===== config.mk =====
export PLATFORM = sky130hd
export DESIGN_NAME = quad_down_timer
export DESIGN_NICKNAME = d
export VERILOG_FILES = /design/src/rtl/qdt_pkg.sv /design/src/rtl/qdt_prescaler.sv /design/src/rtl/qdt_channel.sv /design/src/rtl/qdt_irq_ctrl.sv /design/src/rtl/quad_down_timer.sv
export SDC_FILE = /design/constraint.sdc
export NUM_CORES = 1
export LEC_CHECK = 0
export CAP_MARGIN = 20
export CORE_MARGIN = 2
export CORE_UTILIZATION = 34
export CTS_CLUSTER_SIZE = 12
export DETAILED_ROUTE_END_ITERATION = 16
export PLACE_DENSITY = 0.61
export SYNTH_ARGS = -nofsm -noshare
export SYNTH_HDL_FRONTEND = slang
export SYNTH_SLANG_ARGS = --single-unit

===== constraint.sdc =====
create_clock -name clk -period 4.5 [get_ports clk]
set_input_delay 1.35 -clock clk [delete_from_list [all_inputs] [get_ports clk]]
set_output_delay 1.35 -clock clk [all_outputs]
set_load 0.02 [all_outputs]

===== src/rtl/qdt_pkg.sv =====
package qdt_pkg;

    localparam int QDT_DATA_W   = 32;
    localparam int QDT_NARROW_W = 16;
    localparam int QDT_NUM_CH   = 4;
    localparam int QDT_ADDR_W   = 8;
    localparam int QDT_PRE_W    = 8;
    localparam int CTRL_W       = 8;

    // control word, bit 7 down to bit 0
    typedef struct packed {
        logic       run;          // 7: counting enabled
        logic       reload_mode;  // 6: 1 reload from reload value, 0 wrap to all ones
        logic [1:0] spare;        // 5:4 read as zero
        logic [1:0] div_sel;      // 3:2 divider code
        logic       wide;         // 1: full width, else narrow
        logic       single;       // 0: stop at zero
    } tmr_ctrl_t;

    typedef enum logic [1:0] {
        DIV_1    = 2'b00,
        DIV_16   = 2'b01,
        DIV_256  = 2'b10,
        DIV_256B = 2'b11
    } div_sel_e;

    typedef enum logic [1:0] {
        SUB_LOAD  = 2'd0,
        SUB_VALUE = 2'd1,
        SUB_CTRL  = 2'd2,
        SUB_BG    = 2'd3
    } chan_sub_e;

    typedef enum logic [1:0] {
        IRQ_MASK   = 2'd0,
        IRQ_RAW    = 2'd1,
        IRQ_MASKED = 2'd2,
        IRQ_CLEAR  = 2'd3
    } irq_sub_e;

    function automatic logic [QDT_DATA_W-1:0] width_mask(input logic wide);
        width_mask = wide ? {QDT_DATA_W{1'b1}}
                          : {{(QDT_DATA_W-QDT_NARROW_W){1'b0}}, {QDT_NARROW_W{1'b1}}};
    endfunction

    function automatic tmr_ctrl_t ctrl_from_word(input logic [CTRL_W-1:0] w);
        tmr_ctrl_t c;
        c       = tmr_ctrl_t'(w);
        c.spare = 2'b00;
        return c;
    endfunction

endpackage


===== src/rtl/qdt_prescaler.sv =====
module qdt_prescaler
    import qdt_pkg::*;
#(
    parameter int PRE_W = QDT_PRE_W
) (
    input  logic       clk,
    input  logic       rst,
    input  logic       run,
    input  logic [1:0] div_sel,
    output logic       tick
);
    localparam int MID_W = 4;

    logic [PRE_W-1:0] phase_q;

    always_ff @(posedge clk) begin
        if (rst || !run) phase_q <= '0;
        else             phase_q <= phase_q + PRE_W'(1);
    end

    always_comb begin
        tick = 1'b0;
        if (run) begin
            case (div_sel)
                DIV_1:   tick = 1'b1;
                DIV_16:  tick = (phase_q[MID_W-1:0] == {MID_W{1'b1}});
                default: tick = (phase_q == {PRE_W{1'b1}});
            endcase
        end
    end

    // after a divided tick the low phase nibble restarts
    p_phase_wrap_r4: assert property (@(posedge clk) disable iff (rst)
        (tick && div_sel == DIV_16) |=> (phase_q[MID_W-1:0] == '0));

    // a stopped divider holds phase zero
    p_phase_stop_r5: assert property (@(posedge clk) disable iff (rst)
        !run |=> (phase_q == '0));

endmodule


===== src/rtl/qdt_channel.sv =====
module qdt_channel
    import qdt_pkg::*;
#(
    parameter int DATA_W = QDT_DATA_W,
    parameter int PRE_W  = QDT_PRE_W
) (
    input  logic              clk,
    input  logic              rst,
    input  logic              load_we,
    input  logic              bg_we,
    input  logic              ctrl_we,
    input  logic [DATA_W-1:0] wdata,
    output logic [DATA_W-1:0] load_q,
    output logic [DATA_W-1:0] bg_q,
    output tmr_ctrl_t         ctrl_q,
    output logic [DATA_W-1:0] cnt_o,
    output logic              zero_evt
);
    logic [DATA_W-1:0] count_q;
    logic [DATA_W-1:0] count_d;
    logic [DATA_W-1:0] wmask;
    logic [DATA_W-1:0] cnt_m;
    logic              at_zero;
    logic              tick;

    qdt_prescaler #(.PRE_W(PRE_W)) u_div (
        .clk     (clk),
        .rst     (rst),
        .run     (ctrl_q.run),
        .div_sel (ctrl_q.div_sel),
        .tick    (tick)
    );

    assign wmask   = width_mask(ctrl_q.wide);
    assign cnt_m   = count_q & wmask;
    assign at_zero = (cnt_m == '0);
    assign cnt_o   = cnt_m;

    always_comb begin
        count_d  = count_q;
        zero_evt = 1'b0;
        if (load_we) begin
            count_d = wdata;
        end else if (tick) begin
            if (!at_zero) begin
                count_d  = cnt_m - DATA_W'(1);
                zero_evt = (cnt_m == DATA_W'(1));
            end else if (ctrl_q.single) begin
                count_d = count_q;
            end else if (ctrl_q.reload_mode) begin
                count_d = bg_q;
            end else begin
                count_d = wmask;
            end
        end
    end

    always_ff @(posedge clk) begin
        if (rst) begin
            count_q <= '0;
            load_q  <= '0;
            bg_q    <= '0;
            ctrl_q  <= '0;
        end else begin
            count_q <= count_d;
            if (load_we) begin
                load_q <= wdata;
                bg_q   <= wdata;
            end else if (bg_we) begin
                bg_q <= wdata;
            end
            if (ctrl_we) ctrl_q <= ctrl_from_word(wdata[CTRL_W-1:0]);
        end
    end

    p_load_r2: assert property (@(posedge clk) disable iff (rst)
        load_we |=> (count_q == $past(wdata)) && (bg_q == $past(wdata)));

    p_bg_keep_r3: assert property (@(posedge clk) disable iff (rst)
        (bg_we && !load_we && !tick) |=> (count_q == $past(count_q)));

    p_step_r4: assert property (@(posedge clk) disable iff (rst)
        (tick && !at_zero && !load_we && !ctrl_we) |=> (cnt_o == $past(cnt_m) - DATA_W'(1)));

    p_freeze_r5: assert property (@(posedge clk) disable iff (rst)
        (!ctrl_q.run && !load_we) |=> (count_q == $past(count_q)));

    p_oneshot_hold_r8: assert property (@(posedge clk) disable iff (rst)
        (ctrl_q.run && ctrl_q.single && at_zero && !load_we && !ctrl_we) |=> at_zero);

    p_narrow_r9: assert property (@(posedge clk) disable iff (rst)
        !ctrl_q.wide |-> (cnt_o[DATA_W-1:QDT_NARROW_W] == '0));

endmodule


===== src/rtl/qdt_irq_ctrl.sv =====
module qdt_irq_ctrl
    import qdt_pkg::*;
#(
    parameter int NUM_CH = QDT_NUM_CH
) (
    input  logic              clk,
    input  logic              rst,
    input  logic              mask_we,
    input  logic              clr_we,
    input  logic [NUM_CH-1:0] wdata,
    input  logic [NUM_CH-1:0] set_evt,
    output logic [NUM_CH-1:0] mask_q,
    output logic [NUM_CH-1:0] raw_q,
    output logic [NUM_CH-1:0] mis_o,
    output logic              irq_o
);
    logic [NUM_CH-1:0] clr_bits;

    assign clr_bits = clr_we ? wdata : '0;
    assign mis_o    = raw_q & mask_q;
    assign irq_o    = |mis_o;

    always_ff @(posedge clk) begin
        if (rst) begin
            mask_q <= '0;
            raw_q  <= '0;
        end else begin
            raw_q <= (raw_q & ~clr_bits) | set_evt;
            if (mask_we) mask_q <= wdata;
        end
    end

    p_mask_wr_r11: assert property (@(posedge clk) disable iff (rst)
        mask_we |=> (mask_q == $past(wdata)));

    for (genvar i = 0; i < NUM_CH; i++) begin : g_bit
        p_set_r10: assert property (@(posedge clk) disable iff (rst)
            set_evt[i] |=> raw_q[i]);
        p_clear_r10: assert property (@(posedge clk) disable iff (rst)
            (clr_we && wdata[i] && !set_evt[i]) |=> !raw_q[i]);
        p_sticky_r10: assert property (@(posedge clk) disable iff (rst)
            (raw_q[i] && !(clr_we && wdata[i])) |=> raw_q[i]);
    end

endmodule


===== src/rtl/quad_down_timer.sv =====
module quad_down_timer
    import qdt_pkg::*;
#(
    parameter int NUM_CH = QDT_NUM_CH,
    parameter int DATA_W = QDT_DATA_W,
    parameter int ADDR_W = QDT_ADDR_W,
    parameter int PRE_W  = QDT_PRE_W
) (
    input  logic              clk,
    input  logic              rst,
    input  logic [ADDR_W-1:0] reg_addr,
    input  logic [DATA_W-1:0] reg_wdata,
    input  logic              reg_wr,
    output logic [DATA_W-1:0] reg_rd_data,
    output logic              irq_o
);
    localparam int REG_W = ADDR_W - 4;

    logic [REG_W-1:0] region;
    logic [1:0]       sub;
    logic             unused_addr_lsb;

    assign region          = reg_addr[ADDR_W-1:4];
    assign sub             = reg_addr[3:2];
    assign unused_addr_lsb = ^reg_addr[1:0];

    logic [NUM_CH-1:0] ld_we, bg_we, ctrl_we, zero_evt;
    logic [DATA_W-1:0] ld_arr  [NUM_CH];
    logic [DATA_W-1:0] bg_arr  [NUM_CH];
    logic [DATA_W-1:0] cnt_arr [NUM_CH];
    tmr_ctrl_t         ctrl_arr[NUM_CH];

    logic              shared_sel;
    logic [NUM_CH-1:0] mask_q, raw_q, mis;

    assign shared_sel = (region == '0);

    for (genvar c = 0; c < NUM_CH; c++) begin : g_ch
        logic hit;
        assign hit        = (region == REG_W'(c + 1));
        assign ld_we[c]   = reg_wr && hit && (sub == SUB_LOAD);
        assign ctrl_we[c] = reg_wr && hit && (sub == SUB_CTRL);
        assign bg_we[c]   = reg_wr && hit && (sub == SUB_BG);

        qdt_channel #(.DATA_W(DATA_W), .PRE_W(PRE_W)) u_ch (
            .clk      (clk),
            .rst      (rst),
            .load_we  (ld_we[c]),
            .bg_we    (bg_we[c]),
            .ctrl_we  (ctrl_we[c]),
            .wdata    (reg_wdata),
            .load_q   (ld_arr[c]),
            .bg_q     (bg_arr[c]),
            .ctrl_q   (ctrl_arr[c]),
            .cnt_o    (cnt_arr[c]),
            .zero_evt (zero_evt[c])
        );
    end

    qdt_irq_ctrl #(.NUM_CH(NUM_CH)) u_irq (
        .clk     (clk),
        .rst     (rst),
        .mask_we (reg_wr && shared_sel && (sub == IRQ_MASK)),
        .clr_we  (reg_wr && shared_sel && (sub == IRQ_CLEAR)),
        .wdata   (reg_wdata[NUM_CH-1:0]),
        .set_evt (zero_evt),
        .mask_q  (mask_q),
        .raw_q   (raw_q),
        .mis_o   (mis),
        .irq_o   (irq_o)
    );

    always_comb begin
        reg_rd_data = '0;
        if (shared_sel) begin
            case (sub)
                IRQ_MASK:   reg_rd_data[NUM_CH-1:0] = mask_q;
                IRQ_RAW:    reg_rd_data[NUM_CH-1:0] = raw_q;
                IRQ_MASKED: reg_rd_data[NUM_CH-1:0] = mis;
                default:    reg_rd_data = '0;
            endcase
        end else begin
            for (int c = 0; c < NUM_CH; c++) begin
                if (region == REG_W'(c + 1)) begin
                    case (sub)
                        SUB_LOAD:  reg_rd_data = ld_arr[c];
                        SUB_VALUE: reg_rd_data = cnt_arr[c];
                        SUB_CTRL:  reg_rd_data = {{(DATA_W-CTRL_W){1'b0}}, ctrl_arr[c]};
                        default:   reg_rd_data = bg_arr[c];
                    endcase
                end
            end
        end
    end

    // interrupt output follows masked raw state of the irq section
    p_irq_r11: assert property (@(posedge clk) disable iff (rst)
        irq_o |-> (mask_q != '0) && (raw_q != '0));

    // at most one channel strobe per write
    p_one_target_r12: assert property (@(posedge clk) disable iff (rst)
        $onehot0(ld_we | bg_we | ctrl_we));

endmodule


; Word level (Yosys, flattened, before mapping)
; Index checks and enable logic that the tools add are counted.
[word_totals]
regBits = 448
wordCells = 194
in_bits = 43
[classes]
n_bitwise = 8
eq_ne = 27
n_addsub = 8
reduce_logical = 50
muxes = 63
[ops]
columns = op, n
row1 = 32-bit two-way mux, 37
row2 = 32-bit one-hot mux with 3 select lines, 4
row3 = 32-bit bitwise AND, 4
row4 = "32-bit by 1-bit == test with 1-bit output, second input constant", 4
row5 = 32-bit logical NOT, 4
row6 = "32-bit by 1-bit subtractor with 32-bit output, second input constant", 4
row7 = "8-bit by 1-bit adder with 8-bit output, second input constant", 4
row8 = "8-bit == test, second input constant", 4
row9 = 1-bit logical AND, 19
row10 = "4-bit == test, second input constant", 4
row11 = 1-bit two-way mux, 16
row12 = 2-bit nonzero test, 8
row13 = "3-bit by 2-bit != test with 1-bit output, second input constant", 4
row14 = 4-bit one-hot mux with 3 select lines, 1
row15 = "2-bit by 1-bit == test with 1-bit output, second input constant", 5
row16 = 2-bit logical NOT, 5
row17 = 4-bit bitwise AND, 2
row18 = "4-bit by 2-bit == test with 1-bit output, second input constant", 2
row19 = 1-bit one-hot mux with 2 select lines, 4
row20 = 2-bit AND reduction, 4
row21 = "2-bit == test, second input constant", 2
row22 = "4-bit by 1-bit == test with 1-bit output, second input constant", 1
row23 = "4-bit by 3-bit == test with 1-bit output, second input constant", 1
row24 = 1-bit logical NOT, 4
row25 = 6 further kinds, 9

; Longest topological paths before layout
[logic_depth]
word_depth = 8
ltp_mapped = 11

; By module
; A second synthesis with hierarchy kept.
[unflattened]
hier_cells = 3377
hier_area_um2 = 27287.4
[modules_own_cells]
columns = mod, cells_each, area_per_inst_um2, n_inst
row1 = qdt_channel, 674, 5365.1, 4
row2 = quad_down_timer, 490, 4098.9, 1
row3 = qdt_prescaler, 39, 350.3, 4
row4 = qdt_irq_ctrl, 35, 326.6, 1

; Least setup slack after synthesis
; Ideal clock, no wire load.
[synth_timing]
kind = input to output
start = in reg_addr[2]
end = out reg_rd_data[18]
arrival_ps = 3468
cell_stages = 8
required_time_ps = 3150
slack_ps = -318
cell_sequence = clkbuf_1 clkbuf_1 buf_1 clkbuf_1 a21oi_1 o22ai_1 nor3_1 a21oi_1
[synth_via]
elab_chain_cells = 7
word_cells_on_any_way = 12
[synth_rtl]
columns = item, line
row1 = start: declaration, quad_down_timer.sv:11  ; input logic [ADDR_W-1:0] reg_addr,
row2 = "2-bit == test, or another cell as far along", quad_down_timer.sv:85  ; case (sub)
row3 = 32-bit one-hot mux with 3 select lines, quad_down_timer.sv:85
row4 = 32-bit two-way mux (3 in series), quad_down_timer.sv:84  ; if (region == REG_W'(c + 1)) begin
row5 = 32-bit two-way mux *, quad_down_timer.sv:84
row6 = 32-bit two-way mux *, quad_down_timer.sv:75  ; if (shared_sel) begin
row7 = end: declaration, quad_down_timer.sv:14  ; output logic [DATA_W-1:0] reg_rd_data,
; Mark *: on every way between the ends. The rest lies on a longest branch, timed or not.

; Final worst setup path
[layout_timing]
start = in reg_addr[3]
end = out reg_rd_data[24]
; The elaborated chain is that of the path after synthesis.

==> flow_summary.toml <==
[logic_synthesis]
yosysMostFrequentCell = "nand2_1"
synth.distinct_cells = 86
synth_fp_nets = 3390
synth-seq-area-share_pct = 36.5
synth-seq-cells = 448
synth_top_cell_by_area = "dfxtp_1"
yosys_warnings = 0
yosysTopAreaCellShare_pct = 36.5
synth_xor_area_share_pct = 2.49
synth_cells = 3335
synthSimpleGateAreaFrac_pct = 24.7
synth_compound_area_share_pct = 26.5
synth_edf_count = 0
muxShareOfSynthArea_pct = 4.12
syn_area_per_cell_um2 = 7.37
synth_area_leaders = "dfxtp_1, nand2_1, a21oi_1"
synth_fa_ha_area_share_pct = 0.611
synthFlopType = "dfxtp_1"
netlist_area_um2 = 24600
synth_top_family_by_area = "compound AO/OA/AOI/OAI gates"
synthArstFlopShare_pct = 0
synth_common_cells = "nand2_1, dfxtp_1, a21oi_1, clkbuf_1, nor2_1"

[route]
wl_um = 104000
first_pass_iters = 8
vias_per_cell = 5.97
antenna_left = 0
wire_per_inst_um = 23.7
vias = 26342
drt_iter0_drc = 3203
drc = 0

[timing]
skew_ns = 0.0158
finalSetupViolations = 1
whs_ns = 0.453
slew_headroom_pct = 19.7
hold_viol = 0
rsz0062_at_grt = "no"
min_period_over_period_pct = 101
fin_crit_ns = 4.55
finalMaxSlewViolations = 0
fmax_ghz = 0.220
setup_ws_ns = -0.0468
worstMarginPinSlew_ns = 1.20

[finish]
layout.nets = 3474
drive_above_1_share_pct = 13.8
final_cell_count_no_fill = 4412
fillers = 7272
seqCellArea_um2 = 8970
syn2layout_area_growth_pct = 19.8
multi_input_area_um2 = 14600
fin_area_um2 = 29500

[setup_path]
ff2ff_path_depth = 8
critical_path_depth = 9
crit_path_max_fanout = 11
arrival_ns = 3.20
crit_type = "input port to output port"
start_kind = "input port"
crit_chain = "buf_8, bufbuf_16, nand2_1, o21ai_0, a22oi_1, a21oi_1, a22oi_1, o22ai_1, buf_2"
critPathBufInv = 3
crit_slowest_cell = "a22oi_1"
required_ns = 3.15
cpPeakStageDelay_ns = 0.45
r2r_end = "g_ch[1].u_ch.count_q[27]"
crit_top_cell = "a22oi_1"
critical_path.top_delay_family = "compound AO/OA/AOI/OAI gates"
r2r_start = "g_ch[1].u_ch.count_q[7]"
rrSetupSlack_ns = 1.01
end_kind = "output port"

[clocking]
cts_tree = "built"
ctsHoldBuffers = 0
cts.htree.levels = 2
clock_sinks = 448
clockBufferDepth = 3
clk_latency_ns = 0.62
root_buffer = "clkbuf_16"
cts_buffers = 52
clkTransAtPathRegs_ns = 0.06

[floorplanning]
die_h_um = 273
fp.dieW_um = 273
die_area_um2 = 74500
fp-row-count = 98
initial_core_util_pct = 34.4
coreArea_um2 = 71500
io_pins = 76

[global_routing]
grt_pass1_wl_um = 156000
grt-ovfl-total = 0
grt_antenna_before_repair = 4
grt_max_degree = 84
grt_pass1_vias = 23750
grt_usage_pct = 27.2

[min_path]
worstHoldStart = "g_ch[2].u_ch.load_q[12]"
worstHoldEndpoint = "g_ch[2].u_ch.load_q[12]"
hold-path-cell-count = 2
hp-class = "flip-flop to flip-flop"

[placed_design]
dp_cells = 4312
gp_congestion = 0.983
placed_cell_area_um2 = 27600
hpwl_um = 74600
io_buffer_count = 73

[power]
ir_drop_mv = 0.287
p_total_mw = 9.32
power.density_nw_per_um2 = 316
p_leak_nw = 10.4

[status]
outcome = "finished, violations left"
violations = "negative setup slack"

[job]
drv_cap = 0
[power breakdown]
part / internal, mW / total [mW] / switching [mW]
clock: 2.51 / 4.32 / 1.81
combinational: 0.321 / 0.990 / 0.668
sequential: 3.99 / 4.01 / 0.0263
total: 6.82 / 9.32 / 2.50
[through the flow]
step / utilization [%] / setup WS (ns) / TNS (ns)
after floorplan: - / -0.00910 / -0.00910
after global placement: 38.6 / -0.939 / -21.96
after detailed placement: 38.7 / -0.923 / -22.22
after CTS: 41.2 / 0.00277 / 0
after global routing: 41.2 / 0.00240 / 0
final: 41.2 / -0.0468 / -0.0468
[logic make-up (layout without fill, tap and decap cells)]
| kind of cell | after synthesis | after routing |
|---|---|---|
| simple gates | 1346 | 1346 |
| compound gates | 1054 | 1054 |
| flops | 448 | 448 |
| buf+inv | 325 | 450 |
| mux | 80 | 80 |
| xor+xnor | 70 | 70 |
| fa+ha+maj | 12 | 12 |
| other cells | 0 | 2 |
[registers in the layout (all words and copies together), names as in the netlist]
register / flops
g_ch.u_ch.u_div.phase_q: 32
u_irq.mask_q: 4
g_ch.u_ch.bg_q: 128
u_irq.raw_q: 4
g_ch.u_ch.count_q: 128
g_ch.u_ch.ctrl_q: 24
g_ch.u_ch.load_q: 128
[worst reg2reg max path: stages, from the launching register on]
cell,delay [ns]
dfxtp_1,0.39
or4_4,0.58
or4_1,0.48
nor4_2,0.60
nand2_2,0.42
buf_4,0.31
nor3b_1,0.24
a211oi_1,0.08
a221o_1,0.27
[per-layer routing]
layer	vias up	wire, µm	share of wire, %	GRT usage (%)
li1	12106	-	-	-
met1	12581	45700	44	38.7
met2	1409	43100	41	38.9
met3	242	9710	9.3	4.89
met4	4	5970	5.7	14.4
met5	-	25	0.024	0
[cell usage in the layout, fill, tap and decap left out, types with 23 or more instances in the layout]
master / Yosys / final
nand2_1: 772 / 772
dfxtp_1: 448 / 448
a21oi_1: 444 / 441
buf_4: 4 / 229
o21ai_0: 186 / 186
nor2_1: 195 / 182
nand3_1: 71 / 68
a221o_1: 63 / 63
a22oi_1: 62 / 56
mux2i_1: 54 / 54
clkbuf_16: 0 / 53
o22ai_1: 59 / 51
nor3_1: 49 / 47
a31oi_1: 43 / 43
and3_1: 39 / 39
xor2_1: 37 / 37
a211oi_1: 36 / 36
clkdlybuf4s50_1: 0 / 34
xnor2_1: 33 / 33
nor3b_1: 32 / 31
nor4_1: 30 / 30
a21boi_0: 27 / 27
inv_1: 26 / 26
buf_12: 0 / 23
[timing repair]
| action | in CTS | in global routing |
|---|---|---|
| pin swaps | 4 | 4 |
| resized for setup | 176 | 10 |
| endpoints found under the setup margin | 32 | 14 |
| gates cloned | 1 | 0 |
| buffers inserted | 1 | 2 |
[how the worst max path moves through the flow]
stage	from	end	slack, ns
after CTS	reg_addr[3]	reg_rd_data[8]	0.003
after detailed placement	reg_addr[5]	reg_rd_data[19]	-0.92
final	reg_addr[3]	reg_rd_data[24]	-0.05
after global placement	reg_addr[5]	reg_rd_data[22]	-0.94
after floorplan	reg_addr[2]	reg_rd_data[18]	-0.009
after global routing	reg_addr[3]	reg_rd_data[23]	0.002
[final cells by class]
type / count / area share [%]
antenna: 2 / 0.0170
clock buffer: 84 / 5.37
clock inverter: 11 / 0.403
inverter: 28 / 0.361
multi-input combinational: 2562 / 49.6
sequential: 448 / 30.4
tap: 950 / 4.03
timing repair buffer: 327 / 9.77
Power figures use the tool's default switching activity.
